`src/rtl/sio_pkg.sv`:
```
// Shared definitions for the serial port: receiver states, status bit
// positions (software decodes these) and the parity rule.
package sio_pkg;

    localparam int OVERSAMPLE  = 16;
    localparam int DATA_BITS   = 8;
    localparam int FRAME_BITS  = DATA_BITS + 3;

    // Status byte bit positions; their order is visible to software.
    localparam int ST_TX_BUSY  = 7;
    localparam int ST_UNUSED   = 6;
    localparam int ST_AVAIL    = 5;
    localparam int ST_OVERRUN  = 4;
    localparam int ST_FRAMING  = 3;
    localparam int ST_PARITY   = 2;
    localparam int ST_TX_EMPTY = 1;
    localparam int ST_RX_NRDY  = 0;

    typedef enum logic [2:0] {
        RX_IDLE,
        RX_START,
        RX_DATA,
        RX_PAR,
        RX_STOP,
        RX_HOLD
    } rx_state_t;

    // Parity bit that completes the frame for the chosen sense.
    function automatic logic frame_parity(input logic [DATA_BITS-1:0] d,
                                          input logic odd);
        return (^d) ^ odd;
    endfunction

endpackage

```
`src/rtl/sio_tick_gen.sv`:
```
// Oversampling tick generator.
// Emits a one-clock pulse every DIV clocks. Assumes DIV >= 2.
module sio_tick_gen #(
    parameter int DIV = 4
) (
    input  logic clk,
    input  logic rst_n,
    output logic tick
);
    localparam int CW = (DIV > 1) ? $clog2(DIV) : 1;

    logic [CW-1:0] cnt;

    // Free-running divider; the tick is registered.
    always_ff @(posedge clk) begin
        if (!rst_n) begin
            cnt  <= '0;
            tick <= 1'b0;
        end else if (cnt == CW'(DIV - 1)) begin
            cnt  <= '0;
            tick <= 1'b1;
        end else begin
            cnt  <= cnt + 1'b1;
            tick <= 1'b0;
        end
    end
endmodule

```
`src/rtl/sio_tx.sv`:
```
// Serial transmitter with a single frame shift register.
// Assumes load is only honoured while idle. Shifts out start, data LSB
// first, parity and stop, each bit lasting OVERSAMPLE ticks.
module sio_tx
    import sio_pkg::*;
#(
    parameter bit ODD_PARITY = 1'b0
) (
    input  logic                 clk,
    input  logic                 rst_n,
    input  logic                 tick,
    input  logic                 load,
    input  logic [DATA_BITS-1:0] din,
    output logic                 tx_line,
    output logic                 empty
);
    localparam int BW = $clog2(FRAME_BITS);
    localparam int OW = $clog2(OVERSAMPLE);

    logic [FRAME_BITS-1:0] sh;
    logic [BW-1:0]         bit_idx;
    logic [OW-1:0]         os_cnt;
    logic                  busy;
    logic                  par;

    // Parity sense is fixed at elaboration.
    generate
        if (ODD_PARITY) begin : g_odd
            assign par = frame_parity(din, 1'b1);
        end else begin : g_even
            assign par = frame_parity(din, 1'b0);
        end
    endgenerate

    // Frame load, bit timing and shifting.
    always_ff @(posedge clk) begin
        if (!rst_n) begin
            sh      <= '1;
            bit_idx <= '0;
            os_cnt  <= '0;
            busy    <= 1'b0;
        end else if (!busy) begin
            if (load) begin
                sh      <= {1'b1, par, din, 1'b0};
                bit_idx <= '0;
                os_cnt  <= '0;
                busy    <= 1'b1;
            end
        end else if (tick) begin
            if (os_cnt == OW'(OVERSAMPLE - 1)) begin
                os_cnt <= '0;
                sh     <= {1'b1, sh[FRAME_BITS-1:1]};
                if (bit_idx == BW'(FRAME_BITS - 1)) begin
                    busy <= 1'b0;
                end else begin
                    bit_idx <= bit_idx + 1'b1;
                end
            end else begin
                os_cnt <= os_cnt + 1'b1;
            end
        end
    end

    assign tx_line = sh[0];
    assign empty   = !busy;
endmodule

```
`src/rtl/sio_rx.sv`:
```
// Serial receiver with 16x oversampling.
// Confirms the start bit at half a bit, then samples each bit at its centre.
// After a low stop bit it waits for the line to go high before re-arming.
// done pulses for one clock with data and error flags valid.
module sio_rx
    import sio_pkg::*;
#(
    parameter bit ODD_PARITY = 1'b0
) (
    input  logic                 clk,
    input  logic                 rst_n,
    input  logic                 tick,
    input  logic                 rx_in,
    output logic                 done,
    output logic [DATA_BITS-1:0] data,
    output logic                 frame_err,
    output logic                 par_err
);
    localparam int OW = $clog2(OVERSAMPLE);
    localparam int DW = $clog2(DATA_BITS);

    rx_state_t            state;
    logic                 s1, s2;
    logic [OW-1:0]        os_cnt;
    logic [DW-1:0]        bit_idx;
    logic [DATA_BITS-1:0] sh;
    logic                 pbit;
    logic                 last_os;

    assign last_os = (os_cnt == OW'(OVERSAMPLE - 1));

    // Two-stage synchronizer on the asynchronous line.
    always_ff @(posedge clk) begin
        if (!rst_n) begin
            s1 <= 1'b1;
            s2 <= 1'b1;
        end else begin
            s1 <= rx_in;
            s2 <= s1;
        end
    end

    // Frame state machine with mid-bit sampling.
    always_ff @(posedge clk) begin
        if (!rst_n) begin
            state     <= RX_IDLE;
            os_cnt    <= '0;
            bit_idx   <= '0;
            sh        <= '0;
            pbit      <= 1'b0;
            done      <= 1'b0;
            data      <= '0;
            frame_err <= 1'b0;
            par_err   <= 1'b0;
        end else begin
            done <= 1'b0;
            unique case (state)
                RX_IDLE: begin
                    if (!s2) begin
                        state  <= RX_START;
                        os_cnt <= '0;
                    end
                end
                RX_START: begin
                    if (tick) begin
                        if (os_cnt == OW'(OVERSAMPLE/2 - 1)) begin
                            os_cnt  <= '0;
                            bit_idx <= '0;
                            state   <= s2 ? RX_IDLE : RX_DATA;
                        end else begin
                            os_cnt <= os_cnt + 1'b1;
                        end
                    end
                end
                RX_DATA: begin
                    if (tick) begin
                        if (last_os) begin
                            os_cnt <= '0;
                            sh     <= {s2, sh[DATA_BITS-1:1]};
                            if (bit_idx == DW'(DATA_BITS - 1)) begin
                                state <= RX_PAR;
                            end else begin
                                bit_idx <= bit_idx + 1'b1;
                            end
                        end else begin
                            os_cnt <= os_cnt + 1'b1;
                        end
                    end
                end
                RX_PAR: begin
                    if (tick) begin
                        if (last_os) begin
                            os_cnt <= '0;
                            pbit   <= s2;
                            state  <= RX_STOP;
                        end else begin
                            os_cnt <= os_cnt + 1'b1;
                        end
                    end
                end
                RX_STOP: begin
                    if (tick) begin
                        if (last_os) begin
                            os_cnt    <= '0;
                            done      <= 1'b1;
                            data      <= sh;
                            frame_err <= !s2;
                            par_err   <= (pbit != frame_parity(sh, ODD_PARITY));
                            state     <= s2 ? RX_IDLE : RX_HOLD;
                        end else begin
                            os_cnt <= os_cnt + 1'b1;
                        end
                    end
                end
                RX_HOLD: begin
                    if (s2) begin
                        state <= RX_IDLE;
                    end
                end
                default: state <= RX_IDLE;
            endcase
        end
    end
endmodule

```
`src/rtl/serial_port_ctl.sv`:
```
// Two-address serial port on an 8-bit I/O bus.
// BASE_ADDR is control/status and BASE_ADDR+1 is data. Read data is a
// combinational mux. A data read clears the receive flags on the edge.
// Assumes strobes are synchronous to clk and last one cycle per access.
module serial_port_ctl
    import sio_pkg::*;
#(
    parameter logic [7:0] BASE_ADDR  = 8'h00,
    parameter int         TICK_DIV   = 4,
    parameter bit         ODD_PARITY = 1'b0
) (
    input  logic       clk,
    input  logic       rst_n,
    input  logic [7:0] bus_addr,
    input  logic [7:0] bus_wdata,
    input  logic       bus_rd,
    input  logic       bus_wr,
    output logic [7:0] bus_rdata,
    input  logic       rx_line,
    output logic       tx_line,
    output logic       irq_in,
    output logic       irq_out
);
    localparam logic [7:0] CTL_ADDR  = BASE_ADDR;
    localparam logic [7:0] DATA_ADDR = BASE_ADDR + 8'd1;

    logic                 tick;
    logic                 sel_ctl, sel_dat;
    logic                 tx_load, tx_empty, data_rd;
    logic                 rx_done, rx_fe, rx_pe;
    logic [DATA_BITS-1:0] rx_data;
    logic [DATA_BITS-1:0] rx_buf;
    logic                 avail, ovr, fe_q, pe_q;
    logic                 ie_in, ie_out;
    logic [7:0]           status;

    assign sel_ctl = (bus_addr == CTL_ADDR);
    assign sel_dat = (bus_addr == DATA_ADDR);
    assign tx_load = bus_wr && sel_dat && tx_empty;
    assign data_rd = bus_rd && sel_dat;

    sio_tick_gen #(.DIV(TICK_DIV)) u_tick (
        .clk   (clk),
        .rst_n (rst_n),
        .tick  (tick)
    );

    sio_tx #(.ODD_PARITY(ODD_PARITY)) u_tx (
        .clk     (clk),
        .rst_n   (rst_n),
        .tick    (tick),
        .load    (tx_load),
        .din     (bus_wdata),
        .tx_line (tx_line),
        .empty   (tx_empty)
    );

    sio_rx #(.ODD_PARITY(ODD_PARITY)) u_rx (
        .clk       (clk),
        .rst_n     (rst_n),
        .tick      (tick),
        .rx_in     (rx_line),
        .done      (rx_done),
        .data      (rx_data),
        .frame_err (rx_fe),
        .par_err   (rx_pe)
    );

    // Receive buffer and its flags; a completed word takes priority over a read.
    always_ff @(posedge clk) begin
        if (!rst_n) begin
            rx_buf <= '0;
            avail  <= 1'b0;
            ovr    <= 1'b0;
            fe_q   <= 1'b0;
            pe_q   <= 1'b0;
        end else if (rx_done) begin
            rx_buf <= rx_data;
            avail  <= 1'b1;
            ovr    <= (avail || ovr) && !data_rd;
            fe_q   <= rx_fe;
            pe_q   <= rx_pe;
        end else if (data_rd) begin
            avail <= 1'b0;
            ovr   <= 1'b0;
        end
    end

    // Interrupt enables from control writes; upper bits are dropped.
    always_ff @(posedge clk) begin
        if (!rst_n) begin
            ie_in  <= 1'b0;
            ie_out <= 1'b0;
        end else if (bus_wr && sel_ctl) begin
            ie_in  <= bus_wdata[0];
            ie_out <= bus_wdata[1];
        end
    end

    // Pack the status byte.
    always_comb begin
        status              = '0;
        status[ST_TX_BUSY]  = !tx_empty;
        status[ST_UNUSED]   = 1'b0;
        status[ST_AVAIL]    = avail;
        status[ST_OVERRUN]  = ovr;
        status[ST_FRAMING]  = fe_q;
        status[ST_PARITY]   = pe_q;
        status[ST_TX_EMPTY] = tx_empty;
        status[ST_RX_NRDY]  = !avail;
    end

    // Read data mux for the addressed port.
    always_comb begin
        if (sel_ctl)      bus_rdata = status;
        else if (sel_dat) bus_rdata = rx_buf;
        else              bus_rdata = 8'h00;
    end

    assign irq_in  = ie_in && avail;
    assign irq_out = ie_out && tx_empty;
endmodule

```
`config.mk`:
```
export PLATFORM = sky130hd
export DESIGN_NAME = serial_port_ctl
export DESIGN_NICKNAME = d
export VERILOG_FILES = /design/src/rtl/sio_pkg.sv /design/src/rtl/sio_tick_gen.sv /design/src/rtl/sio_tx.sv /design/src/rtl/sio_rx.sv /design/src/rtl/serial_port_ctl.sv
export SDC_FILE = /design/constraint.sdc
export NUM_CORES = 1
export LEC_CHECK = 0
export BUFFER_PORTS_ARGS = -buffer_cell sky130_fd_sc_hd__buf_2
export CAP_MARGIN = 10
export CORE_UTILIZATION = 63
export DETAILED_ROUTE_END_ITERATION = 10
export GPL_TIMING_DRIVEN = 0
export PLACE_DENSITY = 0.83
export SYNTH_ARGS = -nofsm -noshare
export SYNTH_HDL_FRONTEND = slang
export SYNTH_SLANG_ARGS = --single-unit
```
`constraint.sdc`:
```
create_clock -name clk -period 4.9 [get_ports clk]
set_clock_uncertainty 0.15 [all_clocks]
set_input_delay 1.47 -clock clk [delete_from_list [all_inputs] [get_ports clk]]
set_output_delay 1.47 -clock clk [all_outputs]
set_load 0.02 [all_outputs]
```
==> metrics.log <==
INFO  metric multi_input_area = 0.00178 sq mm
INFO  metric design.portCount = 32
INFO  metric p_clk_share = 42.2%
INFO  metric drive_gt1_share = 20.2%
INFO  metric synth_xor_area_share = 5.74%
INFO  metric cp_data_arrival_time = 2.80 ns
INFO  metric synth_top_flop_cell = dfxtp_1
INFO  metric start_util = 67.5%
INFO  metric final.setup.tns = 0 ns
INFO  metric worst_skew_pair.late_latency = 0.35 ns
INFO  metric die_width = 74.3 um
INFO  metric finalHoldViolations = 0
INFO  metric critical_path.endpoint_type = primary output
INFO  metric fill_cells = 374
INFO  metric hold_path_startpoint = u_rx.s1
INFO  metric avgRoutedWirePerCell = 13.8 um
INFO  metric drt_pass1_iterations = 4
INFO  metric rsz0062_at_grt = no
INFO  metric worst_r2r_endpoint = u_rx.data[0]
INFO  metric antenna_found_initial = 0
INFO  metric total_congestion_overflow = 0
INFO  metric remaining_drc_errors = 0
INFO  metric htreeDepth = 3
INFO  metric yosys.area_share.adder = 2.66%
INFO  metric p_per_area = 319 mW/mm^2
INFO  metric hold_class = reg -> reg
INFO  metric cts-resized-gates = 0
INFO  metric power.switching_fraction = 24.8%
INFO  metric finalCritPeriodShare = 90.2%
INFO  metric rr_worst_depth = 6
INFO  metric final_antenna_net_count = 0
INFO  metric layout_min_cycle_time = 4.42 ns
INFO  metric worstSetupStartpointType = primary input
INFO  metric ctsLongestPathBuffers = 2
INFO  metric synth_compound_gate_area_share = 14.1%
INFO  metric grt_start_max_net_pins = 13
INFO  metric antenna_cells_inserted = 0
INFO  metric timing.final.setup_violations = 0
INFO  metric max_freq = 226 MHz
INFO  metric power_switching = 297 uW
INFO  metric muxShareOfSynthArea = 8.51%
INFO  metric grt_pass1_wl = 10800 um
INFO  metric combinationalPowerShare = 10.6%
INFO  metric synthToLayoutAreaGrowth = 13.8%
INFO  metric timing.slew.headroom = 54.1%
INFO  metric cts_setup_buffers = 0
INFO  metric num_vias = 2630
INFO  metric numClockSinks = 68
INFO  metric root_buffer = clkbuf_8
INFO  metric routed_via_density = 5.56
INFO  metric first_global_vias = 2402
INFO  metric regArea = 0.00136 sq mm
INFO  metric design.die.area = 0.00552 sq mm
INFO  metric hold_buffers = 0
INFO  metric outcome = completed
INFO  metric cts_buf_count = 9
INFO  metric gp_congestion = 0.821
INFO  metric reg2reg_setup_slack = 2.96 ns
INFO  metric core = 0.00488 sq mm
INFO  metric finalNetCount = 429
INFO  metric netlist-cell-type-count = 55
INFO  metric crit_required = 3.28 ns
INFO  metric hold_end = u_rx.s2
INFO  metric total_leakage_power = 0.00152 uW
INFO  metric min_path_cells = 1
INFO  metric detail_route.iter0.violations = 102
INFO  metric placementRows = 25
INFO  metric synthesis.instances = 359
INFO  metric path_class = in -> out
INFO  metric timing.max_cap.violations = 0
INFO  metric drt_wl_total = 6540 um
INFO  metric postSynthAreaPerCell = 9.17 sq um
INFO  metric ir_drop = 223 uV
INFO  metric portBuffers = 31
INFO  metric drv_slew = 0
INFO  metric synth-seq-area-share = 41.3%
INFO  metric seq_power_share = 47.2%
INFO  metric timing_worst_slew_pin_value = 0.689 ns
INFO  metric syn_nets = 387
INFO  metric dpl.hpwl = 4600 um
INFO  metric r2r-start = u_rx.os_cnt[0]
INFO  metric tritoncts = yes
INFO  metric floorplan.die.height = 74.3 um
INFO  metric synth_area = 0.00329 sq mm
INFO  metric synth-seq-cells = 68
INFO  metric internal_power = 900 uW
INFO  metric count_of_flip_flops_with_a_built_in_enable_after_synthesis = 0
INFO  metric synth.yosys.warnings = 0
INFO  metric clkSlewWorstSetupHoldPaths = 0.07 ns
INFO  metric synthArstFlopShare = 0%
INFO  metric grt_util_all_layers = 26.2%
INFO  metric critical_path.max_fanout = 9
INFO  metric report.power.total = 1200 uW
INFO  metric synth_top_family_by_area = simple AND/OR/NAND/NOR gates
INFO  metric yosys.area_share.simple = 23.0%
[Yosys cell counts, drive strengths merged (2+ instances only)]
master / n / area (sq um)
a211oi: 9 / 103
a21oi: 19 / 95.1
a22o: 5 / 43.8
a311oi: 2 / 17.5
a31oi: 3 / 18.8
and2: 6 / 40.0
and3: 5 / 33.8
and4b: 2 / 20.0
buf: 18 / 106
clkbuf: 5 / 18.8
dfxtp: 68 / 1360
ha: 7 / 87.6
inv: 7 / 28.8
mux2i: 28 / 280
nand2: 26 / 97.6
nand2b: 7 / 43.8
nand3: 12 / 60.1
nand3b: 2 / 15.0
nand4: 3 / 40.0
nor2: 46 / 173
nor2b: 12 / 77.6
nor3: 5 / 30.0
nor3b: 2 / 15.0
o2111ai: 3 / 32.5
o21a: 2 / 15.0
o21ai: 20 / 100
or3: 4 / 30.0
xnor2: 15 / 131
xor2: 4 / 35.0
[flip-flops by register name, summed over array words and instances, names as in the netlist, 2 cells and up]
signal and cells:
u_rx.sh 8, u_rx.os_cnt 4, u_tx.sh 10, u_rx.state 3, u_tick.cnt 2, u_tx.bit_idx 4
u_rx.bit_idx 3, rx_buf 8, u_tx.os_cnt 4, u_rx.data 8
[worst max-delay path by stage]
stage / start / to / slack, ns / cells after the start
after floorplan: bus_addr[5] / bus_rdata[0] / 0.58 / 5
after global placement: bus_addr[5] / bus_rdata[0] / 0.57 / 7
after detailed placement: bus_addr[5] / bus_rdata[0] / 0.52 / 7
after CTS: bus_addr[5] / bus_rdata[0] / 0.51 / 7
after global routing: bus_addr[5] / bus_rdata[0] / 0.41 / 7
final: bus_addr[5] / bus_rdata[0] / 0.48 / 7
[stage by stage]
step                      cells  setup slack [ns]  area (sq um)  util (%)  hold slack (ns)
after floorplan             359             0.576          3290         -            0.236
after global placement      457             0.567          3530      72.4            0.268
after detailed placement    457             0.521          3530      72.4            0.269
after CTS                   473             0.507          3750      76.8            0.287
after global routing        473             0.409          3750      76.8            0.302
final                       473             0.479          3750      76.8            0.278
[layout by cell type (no fill, tap or decap), types with 3 or more instances in the layout]
cell type,n
nand2_1,26
buf_6,3
dfxtp_1,68
clkbuf_1,6
mux2i_1,28
o21ai_0,13
buf_2,41
a31oi_1,3
and3_1,3
a22o_1,5
buf_1,4
ha_1,7
nor2b_1,11
inv_1,6
nor2_1,46
clkbuf_8,9
nor3_1,4
nand2b_1,7
or3_1,3
nand3_1,12
and2_1,5
xor2_1,4
a211oi_2,7
xnor2_1,15
o21ai_1,7
a21oi_1,19
[cells by family after synthesis]
kind of cell             count (synthesis)
adder cells (fa/ha/maj)                  7
XOR/XNOR                                20
AO/OA/AOI/OAI                           68
flip-flops                              68
buffers and inverters                   30
multiplexers                            28
AND/OR/NAND/NOR                        138
[worst max-delay path: stages]
cell and delay, ns:
buf_2 0.11, nor4_4 0.35, and3b_2 0.23, buf_2 0.21
inv_1 0.08, o21ai_0 0.16, buf_2 0.19
[power by group through the flow]
stage	combinational (uW)	clock [uW]	sequential [uW]
after floorplan	94.6	0	577
after global placement	122	0	578
after detailed placement	126	0	578
after CTS	126	511	565
after global routing	141	534	566
final	127	505	565
[per-layer routing]
| layer | part of all wire [%] | up-vias | GRT usage (%) | routed length (um) |
|---|---|---|---|---|
| met1 | 47 | 1238 | 32.9 | 3100 |
| met5 | 0 | - | 0 | 0 |
| met2 | 47 | 54 | 42.3 | 3100 |
| met3 | 3.8 | 9 | 8.81 | 247 |
| met4 | 1.4 | 0 | 9.22 | 89 |
| li1 | - | 1329 | - | - |
[layout make-up]
| type | count | area share (%) |
|---|---|---|
| Timing Repair Buffer | 31 | 4.14 |
| Clock inverter | 6 | 2.37 |
| Sequential cell | 68 | 36.3 |
| Tap cell | 67 | 2.24 |
| Clock buffer | 10 | 3.40 |
| Inverter | 7 | 0.768 |
| Buffer | 23 | 3.34 |
| Multi-Input combinational cell | 261 | 47.4 |
No activity file was read; power rests on OpenSTA's default activity.
